### src/rtl/dbg_rx_pkg.sv
// Shared definitions for the debug receive mailbox.
// Assumes: the flag word layout is fixed because both the host and core decode it.
package dbg_rx_pkg;
    localparam int STAT_W  = 3;
    localparam int RDY_BIT = 0;
    localparam int DL_BIT  = 1;
    localparam int OVF_BIT = 2;

    // Packed so that rdy lands on bit 0, dl on bit 1, ovf on bit 2.
    typedef struct packed {
        logic ovf;
        logic dl;
        logic rdy;
    } rx_flags_t;
endpackage

### src/rtl/rx_data_reg.sv
// Single-word storage for the mailbox.
// Assumes: load is a one-cycle qualifier decided by the flag controller.
module rx_data_reg #(
    parameter int DATA_W = 32
) (
    input  logic              clk,
    input  logic              rst_n,
    input  logic              load,
    input  logic [DATA_W-1:0] din,
    output logic [DATA_W-1:0] dout
);
    logic [DATA_W-1:0] word_q;

    // Capture the incoming word when the controller accepts it.
    always_ff @(posedge clk) begin
        if (!rst_n)    word_q <= '0;
        else if (load) word_q <= din;
    end

    assign dout = word_q;
endmodule

### src/rtl/rx_flag_ctrl.sv
// Ready, download and overflow flag controller.
// Decides whether a write is accepted and maintains the three flags.
// Assumes: all strobes are single-cycle and synchronous to clk.
module rx_flag_ctrl
    import dbg_rx_pkg::*;
(
    input  logic      clk,
    input  logic      rst_n,
    input  logic      wr_ok,
    input  logic      wr_dl,
    input  logic      dl_clr,
    input  logic      rd,
    input  logic      ovf_clr,
    output logic      load,
    output rx_flags_t flags
);
    rx_flags_t flags_q, flags_d;
    logic      streaming;
    logic      occupied;
    logic      lost;

    // Classify the incoming write against the current state.
    always_comb begin
        streaming = flags_q.dl | wr_dl;
        occupied  = flags_q.rdy & ~rd;
        load      = wr_ok & (~occupied | streaming);
        lost      = wr_ok & occupied & streaming;
    end

    // Next-state logic for the three flags.
    always_comb begin
        flags_d = flags_q;
        if (load)    flags_d.rdy = 1'b1;
        else if (rd) flags_d.rdy = 1'b0;
        if (dl_clr)              flags_d.dl = 1'b0;
        else if (wr_ok && wr_dl) flags_d.dl = 1'b1;
        if (lost)         flags_d.ovf = 1'b1;
        else if (ovf_clr) flags_d.ovf = 1'b0;
    end

    // Flag register with synchronous active-low reset.
    always_ff @(posedge clk) begin
        if (!rst_n) flags_q <= '0;
        else        flags_q <= flags_d;
    end

    assign flags = flags_q;
endmodule

### src/rtl/dbg_rx_mailbox.sv
// Debug receive mailbox top: host write port, core read port, shared flags.
// Assumes: single clock domain; scan and synchronisation handled upstream.
module dbg_rx_mailbox
    import dbg_rx_pkg::*;
#(
    parameter int DATA_W = 32
) (
    input  logic              clk,
    input  logic              rst_n,
    input  logic              host_wr,
    input  logic              host_valid,
    input  logic              host_dl,
    input  logic [DATA_W-1:0] host_wdata,
    input  logic              host_dl_clr,
    output logic [STAT_W-1:0] host_status,
    input  logic              core_rd,
    output logic [DATA_W-1:0] core_rdata,
    output logic [STAT_W-1:0] core_status,
    input  logic              core_ovf_clr
);
    logic      wr_ok;
    logic      load;
    rx_flags_t flags;

    // A write only counts when it is qualified as valid.
    assign wr_ok = host_wr & host_valid;

    rx_flag_ctrl u_flags (
        .clk     (clk),
        .rst_n   (rst_n),
        .wr_ok   (wr_ok),
        .wr_dl   (host_dl),
        .dl_clr  (host_dl_clr),
        .rd      (core_rd),
        .ovf_clr (core_ovf_clr),
        .load    (load),
        .flags   (flags)
    );

    rx_data_reg #(.DATA_W(DATA_W)) u_data (
        .clk   (clk),
        .rst_n (rst_n),
        .load  (load),
        .din   (host_wdata),
        .dout  (core_rdata)
    );

    // Both sides see the same flag word.
    assign host_status = flags;
    assign core_status = flags;
endmodule

### config.mk
export PLATFORM = sky130hd
export DESIGN_NAME = dbg_rx_mailbox
export DESIGN_NICKNAME = d
export VERILOG_FILES = /design/src/rtl/dbg_rx_pkg.sv /design/src/rtl/rx_data_reg.sv /design/src/rtl/rx_flag_ctrl.sv /design/src/rtl/dbg_rx_mailbox.sv
export SDC_FILE = /design/constraint.sdc
export NUM_CORES = 1
export LEC_CHECK = 0
export CAP_MARGIN = 20
export CORE_MARGIN = 2
export CORE_UTILIZATION = 38
export CTS_BUF_LIST = sky130_fd_sc_hd__clkbuf_16
export DETAILED_ROUTE_END_ITERATION = 12
export GPL_TIMING_DRIVEN = 0
export PLACE_DENSITY = 0.79
export SKIP_CTS_REPAIR_TIMING = 1
export SLEW_MARGIN = 15
export SYNTH_ARGS = -nofsm -noshare
export SYNTH_HDL_FRONTEND = slang
export SYNTH_SLANG_ARGS = --single-unit
### constraint.sdc
create_clock -name clk -period 1.3 [get_ports clk]
set_input_delay 0.13 -clock clk [delete_from_list [all_inputs] [get_ports clk]]
set_output_delay 0.13 -clock clk [all_outputs]
set_load 0.1 [all_outputs]
==> impl_metrics.csv, run 1 <==
group,metric,value,unit
cts,clock-sinks,35,
floorplanning,pin_count,78,
pwr,power_density,1340,mW/mm2
grt,antenna_found_initial,0,
placement,pre_cts_ws,-0.396,ns
critical_path,reg2reg_depth,4,
sta,finalMaxSlewViolations,0,
grt,grt_start_max_net_pins,11,
critical_path,reg2reg_from,"u_flags.flags[1]",
pwr,seqPwrFrac,0.384,
floorplanning,rows,22,
critical_path,cp-startpoint,"host_wr",
critical_path,critPathSlowestCell,"clkdlybuf4s50_1",
synth,syn_area,0.00144,mm2
cts,cts_made_buffers,5,
routing,drtPass1Iterations,4,
critical_path,critPathKind,"in2reg",
critical_path,required,1.49,ns
floorplanning,fp.dieArea,0.00431,mm2
critical_path,cp-start-kind,"input port",
synth,ys_types,17,
cts,clk_pin_slew_worst_paths,0.05,ns
synth,synth_area_leaders,"dfxtp_1, mux2i_1, nand2_1",
sta,fmax,815,MHz
routing,wl_per_cell,11.6,um
final_layout,mostFrequentLayoutCell,"nand2_1",
synth,syn-num-nets,195,
sta,fin_crit_sh,0.944,
routing,via_per_inst,4.47,
grt,grt_pass1_wl,5.56,mm
sta,tightest_slew,0.555,ns
synth,ys_seq_elements,35,
routing,drtAntennaViolNets,0,
floorplanning,chipHeight,65.6,um
floorplanning,coreArea,0.00366,mm2
critical_path,crit_chain,"clkdlybuf4s50_1 -> nand2_2 -> a31oi_4 -> buf_8 -> mux2i_1",
routing,drtIter0Drc,33,
cts,clockBufferDepth,2,
pwr,switching_share,0.323,
floorplanning,start_util,0.394,
sta,skew,0.00381,ns
routing,drc,0,
min_path,hp-start,"rst_n",
sta,final_hold_viol_count,0,
routing,vias,1293,
grt,gr-total-overflow,0,
run,maxCapViolations,0,
critical_path,rrSetupSlack,0.14,ns
final_layout,drive_above_1_share,0.257,
synth,yosysSeqAreaShare,0.485,
cts,cts_tree,"done",
synth,synthCells,155,
sta,layout_setup_ws,0.0723,ns
synth,syn_avg_cell_area,9.32,um2
cts,cts-root-buf,"clkbuf_16",
critical_path,cp_top_family,"buffers and inverters",
final_layout,n_fill_cell,349,
final_layout,diodes,0,
pwr,clock_power_share,0.360,
final_layout,area_delta_synth_final,55.7,%
grt,grtUsageMet3,0.0548,
sta,fin_crit,1.23,ns
final_layout,final_net_count,280,
critical_path,max_stage_delay,0.49,ns
min_path,min_to,"u_data.dout[20]",
critical_path,r2r-end,"u_data.dout[12]",
sta,setup_viol,0,
placement,io_buffer_count,76,
pwr,vdd_drop_max,0.000748,V
min_path,min_path_cells,3,
synth,synth.largest_area_cell,"dfxtp_1",
pwr,p_leak,0.00100,uW
placement,place_congestion,0.684,
floorplanning,dieWidth,65.6,um
grt,first_global_vias,1238,
pwr,p_comb_frac,0.255,
synth,ys_warn_count,0,
final_layout,final_cell_mix,"nand2_1, clkdlybuf4s50_1, clkbuf_2",
critical_path,crit_path_max_fanout,10,
pwr,power.total,3010,uW
grt,gr-max-usage-layer,"met2",
grt,globalRouteMet2Util,0.261,
critical_path,endpoint_kind,"register",
grt,globalRouteMet1Util,0.214,
routing,drt_wl_total,3.35,mm
outcome,outcome,"finished clean",
critical_path,arrival,1.42,ns
sta,relSlewSlack,0.631,
min_path,hp-class,"in2reg",
synth,yosys.area.top_type_share,0.485,
critical_path,crit_buf_inv,2,
pwr,p_sw,970,uW
cts,cts_max_level,2,
cts,clock_latency,0.27,ns
pwr,p_int,2040,uW
sta,setup-tns-final,0,ns
grt,track_usage,0.166,
sta,rsz0062_at_grt,"false",
placement,dpl.hpwl,2.45,mm
==> synthesized netlist by cell type, drive strengths merged <==
cell / number
a21boi: 1
a31oi: 2
and2: 1
buf: 10
clkbuf: 3
dfxtp: 35
inv: 2
mux2i: 32
nand2: 65
nand2b: 1
nor2: 1
nor3b: 1
o32ai: 1
==> registers in the layout (all words and copies together) (netlist names) <==
name,count
u_flags.flags,3
u_data.dout,32
==> tightest hold or removal path: cells and delay by family <==
| family | cells | cell delay (ns) |
|---|---|---|
| buf+inv | 1 | 0.16 |
| simple gates | 1 | 0.08 |
| mux | 1 | 0.05 |
==> cells by family (layout without fill, tap and decap cells) <==
logic type	Yosys count	in the layout	share of synthesized area
compound gates	4	4	0.0303
buf+inv	15	101	0.0737
flops	35	35	0.485
mux	32	32	0.222
simple gates	69	69	0.189
==> per-stage QoR <==
stage	hold slack (ns)	util	std cells	area (um2)
after CTS	0.202	0.660	287	2420
after global placement	0.442	0.622	279	2280
after floorplan	0.196	-	155	1460
after global routing	0.219	0.614	289	2250
after detailed placement	0.447	0.622	279	2280
final	0.206	0.614	289	2250
==> final cells by class <==
cell class                 instances  area, um2  area share
timing repair buffer              78        593       0.264
buffer                            13       98.8      0.0440
sequential                        35        709       0.316
multi-input combinational        105        642       0.285
clock buffer                       5        125      0.0556
clock inverter                     3       12.5     0.00556
tap                               48       60.1      0.0267
inverter                           2       7.51     0.00334
==> power groups by stage <==
stage                     clock network (uW)  logic, uW  registers (uW)
after floorplan                            0        174            1570
after global placement                     0        817            1180
after detailed placement                   0        820            1180
after CTS                               1120        822            1160
after global routing                    1170        804            1160
final                                   1080        768            1160
==> worst max path at each step <==
stage | slack [ns] | endpoint | depth (start not counted)
after CTS | -0.69 | host_status[0] | 2
after floorplan | -0.008 | u_data.dout[0] | 4
after detailed placement | -0.40 | host_status[0] | 2
final | 0.07 | u_data.dout[12] | 5
after global placement | -0.39 | host_status[0] | 2
after global routing | 0.01 | u_data.dout[8] | 5
==> per-layer routing <==
layer  vias to the layer above  share of wire
met5                         -              0
met4                         0         0.0087
li1                        666              -
met2                        49           0.47
met3                         4          0.087
met1                       574           0.43
No activity file was read; power rests on OpenSTA's default activity.
==> inputs of run 2 (changes only) <==
- CORE_UTILIZATION: 38 -> 25
- PLACE_DENSITY: 0.79 -> default
- RECOVER_POWER: default -> 50
==> impl_metrics.csv, run 2 (same netlist as run 1, synthesis figures left out) <==
group,metric,value,unit
outcome,outcome,"finished clean",
critical_path,max_stage_delay,0.44,ns
pwr,vdd_drop_max,0.000523,V
critical_path,r2r-end,"u_data.dout[26]",
grt,grt_start_max_net_pins,11,
final_layout,final_net_count,282,
cts,clk_pin_slew_worst_paths,0.05,ns
final_layout,area_delta_synth_final,59.6,%
pwr,power.total,3010,uW
sta,tightest_slew,0.558,ns
routing,drtPass1Iterations,4,
placement,dpl_cell_area,0.00231,mm2
grt,antenna_found_initial,0,
sta,setup_viol,0,
critical_path,path_depth,2,
sta,fin_crit,1.26,ns
sta,rsz0062_at_grt,"false",
critical_path,crit_path_max_fanout,3,
critical_path,endpoint_kind,"output port",
floorplanning,pin_count,78,
pwr,p_leak,0.00101,uW
sta,skew,0.00430,ns
run,maxCapViolations,0,
min_path,min_path_cells,3,
placement,io_buffer_count,76,
critical_path,reg2reg_from,"u_flags.flags[1]",
critical_path,critPathKind,"reg2out",
placement,dpl.hpwl,2.61,mm
routing,drt_wl_total,3.60,mm
final_layout,drive_above_1_share,0.259,
pwr,power_density,1310,mW/mm2
cts,clockBufferDepth,2,
sta,layout_setup_ws,0.0361,ns
routing,drtAntennaViolNets,0,
critical_path,arrival,1.13,ns
floorplanning,coreArea,0.00554,mm2
cts,cts-root-buf,"clkbuf_16",
sta,fmax,791,MHz
critical_path,crit_chain,"buf_4 -> clkbuf_2",
grt,grt_pass1_wl,5.59,mm
routing,drtIter0Drc,28,
critical_path,cp-startpoint,"u_flags.flags[2]",
sta,finalMaxSlewViolations,0,
routing,vias,1277,
critical_path,crit_buf_inv,2,
critical_path,cp-start-kind,"register",
sta,final_hold_viol_count,0,
cts,cts_max_level,2,
cts,cts_tree,"done",
placement,dp_cells,303,
min_path,hp-class,"in2reg",
final_layout,diodes,0,
sta,setup-tns-final,0,ns
sta,fin_crit_sh,0.972,
critical_path,critPathSlowestCell,"clkbuf_2",
routing,wl_per_cell,11.4,um
final_layout,final_cell_mix,"nand2_1, clkdlybuf4s50_1, clkbuf_2",
sta,relSlewSlack,0.630,
cts,clock-sinks,35,
placement,place_congestion,0.640,
floorplanning,chipHeight,80.0,um
grt,gr-total-overflow,0,
grt,track_usage,0.112,
routing,via_per_inst,4.05,
floorplanning,start_util,0.261,
final_layout,largest_reg_flops,32,
routing,drc,0,
final_layout,mostFrequentLayoutCell,"nand2_1",
final_layout,n_fill_cell,587,
floorplanning,dieWidth,80.0,um
cts,cts_made_buffers,5,
critical_path,required,1.17,ns
grt,first_global_vias,1242,
cts,clock_latency,0.27,ns
final_layout,stdcell_count,315,
final_layout,regArea,709,um2
placement,pre_cts_ws,-0.400,ns
critical_path,rrSetupSlack,0.16,ns
floorplanning,fp.dieArea,0.00640,mm2
final_layout,multiInputGateArea,642,um2
critical_path,reg2reg_depth,5,
final_layout,stdcell_area,0.00230,mm2
floorplanning,rows,27,
critical_path,cp_top_family,"buffers and inverters",
critical_path,endpoint,"host_status[2]",
run 2: changes by cell type in the layout (fill, tap and decap cells not counted), sizes merged:
cell | previous run | this run
buf | 15 | 13
clkbuf | 43 | 47
clkinv | 1 | 2
inv | 4 | 3
run 2: worst register-to-register path, stage by stage (launching register included):
cell	delay, ns
dfxtp_4	0.36
nor2_4	0.04
a31oi_4	0.15
buf_12	0.14
buf_6	0.17
mux2i_1	0.20
run 2: per-layer routing:
layer | wire [um] | vias to the layer above | part of all wire | global-route usage
li1 | - | 667 | - | -
met1 | 1650 | 566 | 0.46 | 0.142
met2 | 1660 | 42 | 0.46 | 0.173
met3 | 271 | 2 | 0.075 | 0.0532
met4 | 10 | 0 | 0.0028 | 0.0254
met5 | 0 | - | 0 | 0
run 2: metrics by stage:
stage	util	hold WS, ns
detailed placement	0.417	0.448
CTS	0.441	0.204
global placement	0.417	0.442
global route	0.416	0.213
floorplan	-	0.196
finish	0.416	0.201
run 2: final cells by class:
cell class / instances / area share
clock inverter: 3 / 0.00489
buffer: 13 / 0.0364
multi-input combinational: 105 / 0.279
sequential: 35 / 0.308
inverter: 2 / 0.00326
tap: 72 / 0.0391
timing repair buffer: 80 / 0.276
clock buffer: 5 / 0.0543
run 2: worst min-delay path by stage:
stage / startpoint / to
2_1_floorplan: host_dl_clr / u_flags.flags[1]
3_3_place_gp: u_data.dout[17] / u_data.dout[17]
3_5_place_dp: u_data.dout[7] / u_data.dout[7]
4_1_cts: rst_n / u_data.dout[20]
5_1_grt: rst_n / u_flags.flags[1]
6_report: rst_n / u_data.dout[20]
run 2: where the power goes:
part | switching [uW] | leakage, uW | internal [uW]
logic | 551 | 0.000649 | 228
clock network | 389 | 0.0000701 | 687
registers | 28.4 | 0.000288 | 1130
total | 968 | 0.00101 | 2040
